<file path="src/rtl/dbg_uart_pkg.sv">
package dbg_uart_pkg;
  localparam int CHAR_W = 8;
  localparam int OSR    = 16;
  localparam int MID    = OSR / 2;
  localparam int OSR_W  = $clog2(OSR);
  localparam int BIT_W  = $clog2(CHAR_W);
  localparam int ADDR_W = 3;
  localparam int ST_W   = 6;

  typedef enum logic [2:0] {
    PAR_EVEN = 3'd0, PAR_ODD = 3'd1, PAR_ZERO = 3'd2, PAR_ONE = 3'd3, PAR_NONE = 3'd4
  } par_mode_e;

  typedef enum logic [1:0] {
    CH_NORMAL = 2'd0, CH_ECHO = 2'd1, CH_LOCAL = 2'd2, CH_REMOTE = 2'd3
  } ch_mode_e;

  typedef enum logic [2:0] {
    S_IDLE, S_START, S_DATA, S_PAR, S_STOP
  } frame_st_e;

  localparam logic [ADDR_W-1:0] ADR_CMD   = 3'd0;
  localparam logic [ADDR_W-1:0] ADR_MODE  = 3'd1;
  localparam logic [ADDR_W-1:0] ADR_DIV   = 3'd2;
  localparam logic [ADDR_W-1:0] ADR_IEN   = 3'd3;
  localparam logic [ADDR_W-1:0] ADR_IDIS  = 3'd4;
  localparam logic [ADDR_W-1:0] ADR_IMASK = 3'd5;
  localparam logic [ADDR_W-1:0] ADR_STAT  = 3'd6;
  localparam logic [ADDR_W-1:0] ADR_DATA  = 3'd7;

  localparam int C_RX_RST = 0, C_RX_EN = 1, C_RX_DIS = 2;
  localparam int C_TX_RST = 3, C_TX_EN = 4, C_TX_DIS = 5;
  localparam int C_CLR_ST = 6;

  function automatic logic par_bit(par_mode_e m, logic [CHAR_W-1:0] d);
    case (m)
      PAR_EVEN: return ^d;
      PAR_ODD:  return ~^d;
      PAR_ONE:  return 1'b1;
      default:  return 1'b0;
    endcase
  endfunction
endpackage

</file>
<file path="src/rtl/dbg_uart_baud.sv">
module dbg_uart_baud #(
  parameter int DIV_W = 16
) (
  input  logic             clk_i,
  input  logic             rst_ni,
  input  logic [DIV_W-1:0] cd_i,
  output logic             tick_o
);
  logic [DIV_W-1:0] cnt_q;

  always_ff @(posedge clk_i or negedge rst_ni) begin
    if (!rst_ni) begin
      cnt_q  <= '0;
      tick_o <= 1'b0;
    end else if (cd_i == '0) begin
      cnt_q  <= '0;
      tick_o <= 1'b0;
    end else if (cnt_q >= cd_i - 1'b1) begin
      cnt_q  <= '0;
      tick_o <= 1'b1;
    end else begin
      cnt_q  <= cnt_q + 1'b1;
      tick_o <= 1'b0;
    end
  end

  assert_no_tick_R1: assert property (@(posedge clk_i) disable iff (!rst_ni)
    (cd_i == '0) |=> !tick_o);
endmodule

</file>
<file path="src/rtl/dbg_uart_tx.sv">
module dbg_uart_tx
  import dbg_uart_pkg::*;
(
  input  logic              clk_i,
  input  logic              rst_ni,
  input  logic              tick_i,
  input  logic              clr_i,
  input  logic              load_i,
  input  logic [CHAR_W-1:0] data_i,
  input  par_mode_e         par_i,
  output logic              busy_o,
  output logic              line_o
);
  frame_st_e         st_q;
  logic [OSR_W-1:0]  cnt_q;
  logic [BIT_W-1:0]  idx_q;
  logic [CHAR_W-1:0] sh_q;
  logic              pb_q, pen_q;

  always_ff @(posedge clk_i or negedge rst_ni) begin
    if (!rst_ni) begin
      st_q  <= S_IDLE;
      cnt_q <= '0;
      idx_q <= '0;
      sh_q  <= '0;
      pb_q  <= 1'b0;
      pen_q <= 1'b0;
    end else if (clr_i) begin
      st_q  <= S_IDLE;
      cnt_q <= '0;
    end else if (st_q == S_IDLE) begin
      if (load_i) begin
        sh_q  <= data_i;
        pb_q  <= par_bit(par_i, data_i);
        pen_q <= (par_i != PAR_NONE);
        st_q  <= S_START;
        cnt_q <= '0;
      end
    end else if (tick_i) begin
      if (cnt_q == OSR_W'(OSR-1)) begin
        cnt_q <= '0;
        case (st_q)
          S_START: begin
            st_q  <= S_DATA;
            idx_q <= '0;
          end
          S_DATA: begin
            sh_q <= sh_q >> 1;
            if (idx_q == BIT_W'(CHAR_W-1)) st_q <= pen_q ? S_PAR : S_STOP;
            else idx_q <= idx_q + 1'b1;
          end
          S_PAR:   st_q <= S_STOP;
          default: st_q <= S_IDLE;
        endcase
      end else begin
        cnt_q <= cnt_q + 1'b1;
      end
    end
  end

  always_comb begin
    case (st_q)
      S_START: line_o = 1'b0;
      S_DATA:  line_o = sh_q[0];
      S_PAR:   line_o = pb_q;
      default: line_o = 1'b1;
    endcase
  end

  assign busy_o = (st_q != S_IDLE);
endmodule

</file>
<file path="src/rtl/dbg_uart_rx.sv">
module dbg_uart_rx
  import dbg_uart_pkg::*;
(
  input  logic              clk_i,
  input  logic              rst_ni,
  input  logic              tick_i,
  input  logic              clr_i,
  input  logic              en_i,
  input  logic              line_i,
  input  par_mode_e         par_i,
  output logic              done_o,
  output logic [CHAR_W-1:0] data_o,
  output logic              perr_o,
  output logic              ferr_o
);
  frame_st_e         st_q;
  logic [OSR_W-1:0]  cnt_q;
  logic [BIT_W-1:0]  idx_q;
  logic [CHAR_W-1:0] sh_q;
  logic              perr_q;
  logic              bit_end;

  assign bit_end = (cnt_q == OSR_W'(OSR-1));

  always_ff @(posedge clk_i or negedge rst_ni) begin
    if (!rst_ni) begin
      st_q   <= S_IDLE;
      cnt_q  <= '0;
      idx_q  <= '0;
      sh_q   <= '0;
      perr_q <= 1'b0;
      done_o <= 1'b0;
      data_o <= '0;
      perr_o <= 1'b0;
      ferr_o <= 1'b0;
    end else begin
      done_o <= 1'b0;
      if (clr_i || !en_i) begin
        st_q  <= S_IDLE;
        cnt_q <= '0;
      end else if (tick_i) begin
        case (st_q)
          S_IDLE: if (!line_i) begin
            st_q  <= S_START;
            cnt_q <= '0;
          end
          S_START: begin
            if (cnt_q == OSR_W'(MID-1)) begin
              cnt_q  <= '0;
              idx_q  <= '0;
              perr_q <= 1'b0;
              st_q   <= line_i ? S_IDLE : S_DATA;
            end else cnt_q <= cnt_q + 1'b1;
          end
          S_DATA: begin
            if (bit_end) begin
              cnt_q <= '0;
              sh_q  <= {line_i, sh_q[CHAR_W-1:1]};
              if (idx_q == BIT_W'(CHAR_W-1)) st_q <= (par_i != PAR_NONE) ? S_PAR : S_STOP;
              else idx_q <= idx_q + 1'b1;
            end else cnt_q <= cnt_q + 1'b1;
          end
          S_PAR: begin
            if (bit_end) begin
              cnt_q  <= '0;
              perr_q <= (line_i != par_bit(par_i, sh_q));
              st_q   <= S_STOP;
            end else cnt_q <= cnt_q + 1'b1;
          end
          default: begin
            if (bit_end) begin
              cnt_q  <= '0;
              done_o <= 1'b1;
              data_o <= sh_q;
              perr_o <= perr_q;
              ferr_o <= !line_i;
              st_q   <= S_IDLE;
            end else cnt_q <= cnt_q + 1'b1;
          end
        endcase
      end
    end
  end
endmodule

</file>
<file path="src/rtl/dbg_uart.sv">
module dbg_uart
  import dbg_uart_pkg::*;
#(
  parameter int DIV_W = 16,
  parameter int REG_W = 16
) (
  input  logic              clk_i,
  input  logic              rst_ni,
  input  logic [ADDR_W-1:0] addr_i,
  input  logic              wr_i,
  input  logic              rd_i,
  input  logic [REG_W-1:0]  wdata_i,
  output logic [REG_W-1:0]  rdata_o,
  input  logic              rxd_i,
  output logic              txd_o,
  output logic              irq_o
);
  logic              tx_en_q, rx_en_q;
  par_mode_e         par_q;
  ch_mode_e          ch_q;
  logic [DIV_W-1:0]  cd_q;
  logic [ST_W-1:0]   mask_q;
  logic [CHAR_W-1:0] thr_q, rhr_q;
  logic              thr_full_q, rx_rdy_q, ovr_q, perr_q, ferr_q;
  logic [1:0]        sync_q;

  logic tick, tx_busy, tx_line, tx_load, rx_done, rx_perr, rx_ferr;
  logic [CHAR_W-1:0] rx_data;
  logic wr_cmd, tx_clr, rx_clr, clr_st, thr_acc, rhr_rd, rx_src, tx_empty;
  logic [ST_W-1:0] status;

  assign wr_cmd  = wr_i && (addr_i == ADR_CMD);
  assign tx_clr  = wr_cmd && wdata_i[C_TX_RST];
  assign rx_clr  = wr_cmd && wdata_i[C_RX_RST];
  assign clr_st  = wr_cmd && wdata_i[C_CLR_ST];
  assign thr_acc = wr_i && (addr_i == ADR_DATA) && tx_en_q && !thr_full_q && !tx_clr;
  assign rhr_rd  = rd_i && (addr_i == ADR_DATA);
  assign tx_load = thr_full_q && !tx_busy && !tx_clr;
  assign tx_empty = !thr_full_q && !tx_busy;
  assign status  = {tx_empty, perr_q, ferr_q, ovr_q, !thr_full_q, rx_rdy_q};

  dbg_uart_baud #(.DIV_W(DIV_W)) i_baud (
    .clk_i, .rst_ni, .cd_i(cd_q), .tick_o(tick)
  );

  dbg_uart_tx i_tx (
    .clk_i, .rst_ni, .tick_i(tick), .clr_i(tx_clr), .load_i(tx_load),
    .data_i(thr_q), .par_i(par_q), .busy_o(tx_busy), .line_o(tx_line)
  );

  dbg_uart_rx i_rx (
    .clk_i, .rst_ni, .tick_i(tick), .clr_i(rx_clr), .en_i(rx_en_q),
    .line_i(sync_q[1]), .par_i(par_q), .done_o(rx_done), .data_o(rx_data),
    .perr_o(rx_perr), .ferr_o(rx_ferr)
  );

  // pin routing per channel mode
  always_comb begin
    case (ch_q)
      CH_ECHO:   begin txd_o = rxd_i;  rx_src = rxd_i;   end
      CH_LOCAL:  begin txd_o = 1'b1;   rx_src = tx_line; end
      CH_REMOTE: begin txd_o = rxd_i;  rx_src = 1'b1;    end
      default:   begin txd_o = tx_line; rx_src = rxd_i;  end
    endcase
  end

  always_ff @(posedge clk_i or negedge rst_ni) begin
    if (!rst_ni) begin
      tx_en_q <= 1'b0;
      rx_en_q <= 1'b0;
      par_q   <= PAR_NONE;
      ch_q    <= CH_NORMAL;
      cd_q    <= '0;
      mask_q  <= '0;
      sync_q  <= 2'b11;
      irq_o   <= 1'b0;
    end else begin
      sync_q <= {sync_q[0], rx_src};
      irq_o  <= |(status & mask_q);
      if (wr_cmd) begin
        if (wdata_i[C_TX_DIS])     tx_en_q <= 1'b0;
        else if (wdata_i[C_TX_EN]) tx_en_q <= 1'b1;
        if (wdata_i[C_RX_DIS])     rx_en_q <= 1'b0;
        else if (wdata_i[C_RX_EN]) rx_en_q <= 1'b1;
      end
      if (wr_i && addr_i == ADR_MODE) begin
        par_q <= (wdata_i[2:0] > 3'd4) ? PAR_NONE : par_mode_e'(wdata_i[2:0]);
        ch_q  <= ch_mode_e'(wdata_i[5:4]);
      end
      if (wr_i && addr_i == ADR_DIV)  cd_q   <= wdata_i[DIV_W-1:0];
      if (wr_i && addr_i == ADR_IEN)  mask_q <= mask_q | wdata_i[ST_W-1:0];
      if (wr_i && addr_i == ADR_IDIS) mask_q <= mask_q & ~wdata_i[ST_W-1:0];
    end
  end

  always_ff @(posedge clk_i or negedge rst_ni) begin
    if (!rst_ni) begin
      thr_q      <= '0;
      thr_full_q <= 1'b0;
    end else if (tx_clr) begin
      thr_full_q <= 1'b0;
    end else if (thr_acc) begin
      thr_q      <= wdata_i[CHAR_W-1:0];
      thr_full_q <= 1'b1;
    end else if (tx_load) begin
      thr_full_q <= 1'b0;
    end
  end

  always_ff @(posedge clk_i or negedge rst_ni) begin
    if (!rst_ni) begin
      rhr_q    <= '0;
      rx_rdy_q <= 1'b0;
      ovr_q    <= 1'b0;
      perr_q   <= 1'b0;
      ferr_q   <= 1'b0;
    end else begin
      ovr_q  <= (ovr_q  && !clr_st) || (rx_done && rx_rdy_q);
      perr_q <= (perr_q && !clr_st) || (rx_done && rx_perr);
      ferr_q <= (ferr_q && !clr_st) || (rx_done && rx_ferr);
      if (rx_done) rhr_q <= rx_data;
      if (rx_clr)       rx_rdy_q <= 1'b0;
      else if (rx_done) rx_rdy_q <= 1'b1;
      else if (rhr_rd)  rx_rdy_q <= 1'b0;
    end
  end

  always_comb begin
    rdata_o = '0;
    case (addr_i)
      ADR_MODE:  rdata_o = REG_W'({ch_q, 1'b0, par_q});
      ADR_DIV:   rdata_o = REG_W'(cd_q);
      ADR_IMASK: rdata_o = REG_W'(mask_q);
      ADR_STAT:  rdata_o = REG_W'(status);
      ADR_DATA:  rdata_o = REG_W'(rhr_q);
      default:   rdata_o = '0;
    endcase
  end

  assert_empty_idle_R4: assert property (@(posedge clk_i) disable iff (!rst_ni)
    tx_empty |-> tx_line);
  assert_accept_blocks_R4: assert property (@(posedge clk_i) disable iff (!rst_ni)
    thr_acc |=> !tx_empty);
  assert_read_clears_R5: assert property (@(posedge clk_i) disable iff (!rst_ni)
    (rhr_rd && !rx_done && !rx_clr) |=> !rx_rdy_q);
  assert_no_overflow_R6: assert property (@(posedge clk_i) disable iff (!rst_ni)
    (rx_done && rx_rdy_q) |=> ovr_q);
  assert_sticky_ferr_R7: assert property (@(posedge clk_i) disable iff (!rst_ni)
    (ferr_q && !clr_st) |=> ferr_q);
endmodule

</file>
<file path="config.mk">
export PLATFORM = sky130hd
export DESIGN_NAME = dbg_uart
export DESIGN_NICKNAME = d
export VERILOG_FILES = /design/src/rtl/dbg_uart_pkg.sv /design/src/rtl/dbg_uart_baud.sv /design/src/rtl/dbg_uart_tx.sv /design/src/rtl/dbg_uart_rx.sv /design/src/rtl/dbg_uart.sv
export SDC_FILE = /design/constraint.sdc
export NUM_CORES = 1
export LEC_CHECK = 0
export ABC_AREA = 0
export BUFFER_PORTS_ARGS = -buffer_cell sky130_fd_sc_hd__clkbuf_2
export CORE_MARGIN = 2
export CORE_UTILIZATION = 48
export CTS_CLUSTER_SIZE = 14
export DETAILED_ROUTE_END_ITERATION = 7
export PLACE_DENSITY = 0.66
export SLEW_MARGIN = 20
export SYNTH_ARGS = -nofsm -noshare
export SYNTH_HDL_FRONTEND = slang
export SYNTH_SLANG_ARGS = --single-unit
</file>
<file path="constraint.sdc">
create_clock -name clk_i -period 4.12 [get_ports clk_i]
set_input_delay 0 -clock clk_i [delete_from_list [all_inputs] [get_ports clk_i]]
set_output_delay 0 -clock clk_i [all_outputs]
set_load 0.01 [all_outputs]
</file>
==> flow_metrics.py <==
metrics = {
    "run_status": {
        "status": "complete, no violations",
    },
    "power": {
        "ir_worst_vdd_mv": 0.273,
        "power_leakage_nw": 3.43,
        "powerDensity_nw_per_um2": 536,
    },
    "route": {
        "drtIter0Drc": 317,
        "routed_wl_mm": 14.1,
        "detail_route.first_pass.iterations": 4,
        "post_drt_wl_per_cell_um": 16.3,
        "ant_nets": 0,
        "drcViolationCount": 0,
        "vias_per_cell": 5.58,
        "num_vias": 4830,
    },
    "die": {
        "rows": 42,
        "ioPinCount": 42,
        "die_h_um": 119,
        "dieArea_sq_um": 14200,
        "die_w_um": 119,
        "initial_core_util": 0.486,
        "core_sq_um": 13100,
    },
    "placed_design": {
        "hpwl_mm": 9.87,
        "dp_cells": 814,
        "port_buffers": 41,
        "gp_congestion": 0.879,
    },
    "critical_path": {
        "cp_slowest_cell": "a211o_2",
        "cp_top_family": "simple AND/OR/NAND/NOR gates",
        "cp-end-kind": "register",
        "cp-startpoint": "cd_q[0]",
        "path_max_fanout": 16,
        "slowest_delay_ns": 0.44,
        "critPathLaunchType": "register",
        "path_buf_inv": 1,
        "cp_cell_sequence": "inv_1, ha_1, nor3b_2, nand2b_1, nor3_1, nand2_1, nor3_1, xnor2_1, ha_1, nor2b_1, o21ai_0, nand2b_1, a211o_2, nor2_1",
        "r2r_start": "cd_q[0]",
        "cp.arrival_ns": 3.44,
        "critical_path_class": "reg -> reg",
        "cp_data_required_time_ns": 4.45,
    },
    "synthesis": {
        "yosysTopAreaCellShare": 0.460,
        "netlist_area_sq_um": 6360,
        "synth_edf_count": 0,
        "yosysTopAreaCell": "dfrtp_1",
        "synth_seq_cells": 120,
        "syn_inst": 622,
        "yosys-top-cells-area": "dfrtp_1 (46%), mux2_2 (10%), ha_1 (4.7%)",
        "yosysSeqAreaShare": 0.473,
        "synth.distinct_cells": 56,
        "yosys_warnings": 0,
        "synth-main-ff-cell": "dfrtp_1",
        "synth.avg_cell_area_sq_um": 10.2,
        "synthesis.nets": 670,
        "async_flop_share": 1.00,
    },
    "hold_path": {
        "hold_path_class": "in -> reg",
        "hp-start": "wdata_i[3]",
    },
    "cells_and_area": {
        "fin_cells": 865,
        "diodes": 0,
        "fin_nets": 725,
        "drive_above_1_share": 0.208,
        "areaGrowthSynthToFinish_pct": 18.0,
    },
    "clocking": {
        "postCtsSetupRepairBufs": 0,
        "cts.reportedPaths.clkPinSlew_ns": 0.06,
        "worstSkewPairLatency_ns": 0.41,
        "cts_buffers": 17,
        "clockBufferDepth": 2,
        "holdBufCountCts": 20,
        "root_buffer": "clkbuf_16",
        "clock-sinks": 120,
        "cts_tree": "yes",
        "ctsResizeCount": 0,
        "htreeDepth": 4,
    },
    "timing": {
        "worst_slew_pin_slew_ns": 0.836,
        "slew_headroom": 0.441,
        "skew_ns": 0.00771,
        "grt_setup_unrepaired": "false",
        "finalCriticalPeriod_ns": 3.11,
        "slew_viol_final": 0,
        "setup_viol": 0,
        "period_share": 0.754,
        "hold_viol_final": 0,
        "fmax_mhz": 322,
        "totalNegativeSetupSlack_ns": 0,
    },
    "grt": {
        "grt_pass1_wl_mm": 23.6,
        "antenna_found_initial": 0,
        "grt_pass1_vias": 4714,
        "track_usage": 0.211,
        "overflow": 0,
        "grt_max_degree": 46,
    },
    "flow_run": {
        "cap_violations": 0,
    },
}
[stage by stage]
| stage | hold WS (ns) | util | total power, mW | setup WS (ns) | area (sq um) |
|---|---|---|---|---|---|
| finish | 0.0236 | 0.574 | 4.02 | 1.01 | 7510 |
| global route | 0.00710 | 0.574 | 4.26 | 0.673 | 7510 |
| CTS | 0.00213 | 0.574 | 4.06 | 1.01 | 7510 |
| detailed placement | 0.0304 | 0.511 | 2.48 | 1.02 | 6690 |
| global placement | 0.0180 | 0.511 | 2.44 | 1.13 | 6690 |
| floorplan | -0.296 | - | 2.22 | 1.26 | 6360 |
[placed cells by master, fill, tap and decap left out, types with 15 or more instances in the layout]
master	Yosys	routed
nor2_1	48	48
nand3_1	20	20
clkbuf_2	0	40
xnor2_1	29	29
dfrtp_1	117	117
dlygate4sd3_1	0	20
mux2_2	57	57
clkbuf_16	0	17
nand2_1	65	65
ha_1	24	24
o21ai_0	40	40
and3_1	15	15
a21oi_1	41	41
[Yosys cell counts, types with 2 or more instances]
cell type and instances:
a21oi_1 41, nand3b_1 6, clkbuf_1 16, nand2_1 65, nand4_1 3, o31ai_1 3, buf_2 8, xnor2_1 29
nand2b_1 3, mux2_2 57, o21ai_0 40, and4_1 2, nor2b_1 6, nor3_1 12, xor2_1 14, nor3b_1 2
dfstp_2 3, or3_1 6, nor2_1 48, a22oi_1 2, inv_1 12, a31oi_1 4, a22o_1 13, nor4_1 5
nand3_1 20, a21o_1 5, ha_1 24, and3_1 15, mux2i_1 8, dfrtp_1 117, and2_1 3, nor3b_2 2
nor4bb_1 2, buf_4 3, o211ai_1 2
[power by group]
part / internal (mW) / total (mW) / leakage, nW / switching, mW
Sequential: 1.38 / 1.61 / 1.59 / 0.230
Combinational: 0.427 / 0.881 / 1.54 / 0.454
Clock: 1.03 / 1.53 / 0.298 / 0.509
Total: 2.83 / 4.02 / 3.43 / 1.19
[kinds of logic (layout without fill, tap and decap cells)]
kind of cell             Yosys count  count (layout)  synth area share
AND/OR/NAND/NOR                  206             206             0.161
AO/OA/AOI/OAI                    124             124             0.119
flip-flops                       120             120             0.473
multiplexers                      65              65             0.113
XOR/XNOR                          43              43            0.0592
buffers and inverters             40             107            0.0269
adder cells (fa/ha/maj)           24              24            0.0472
[sequential cells by signal, indices dropped and copies added, names as in the netlist, 3 cells and up, named ones only]
| name | flops |
|---|---|
| cd_q | 16 |
| i_baud.cnt_q | 16 |
| i_rx.cnt_q | 4 |
| i_rx.data_o | 8 |
| i_rx.idx_q | 3 |
| i_rx.sh_q | 8 |
| i_rx.st_q | 3 |
| i_tx.cnt_q | 4 |
| i_tx.idx_q | 3 |
| i_tx.sh_q | 8 |
| i_tx.st_q | 3 |
| par_q | 3 |
| rhr_q | 8 |
| thr_q | 8 |
[area by class of cell]
class | count | area, sq um
multi-input cells | 462 | 3190
fillers | 1124 | 5580
well taps | 176 | 220
inverters | 12 | 45.0
repair buffers | 64 | 430
clock inverters | 7 | 115
clock buffers | 24 | 502
flip-flops and latches | 120 | 3010
[worst paths after layout]
| kind | to | slack, ns | cells past startpoint |
|---|---|---|---|
| setup / recovery | i_baud.cnt_q[2] | 1.01 | 14 |
| hold / removal | thr_q[3] | 0.02 | 2 |
| hold reg to reg | sync_q[1] | 0.36 | 0 |
| setup reg to reg | i_baud.cnt_q[2] | 1.01 | 14 |
| min in group asynchronous | i_tx.cnt_q[1] | 0.12 | 2 |
| max in group asynchronous | rhr_q[7] | 3.02 | 3 |
[routing by layer]
metal,up-vias,part of all wire,global-route usage
met5,-,0,0
met4,0,0.018,0.0811
met3,24,0.039,0.0455
met2,103,0.48,0.340
met1,2380,0.46,0.279
li1,2323,-,-
Power figures use the tool's default switching activity.
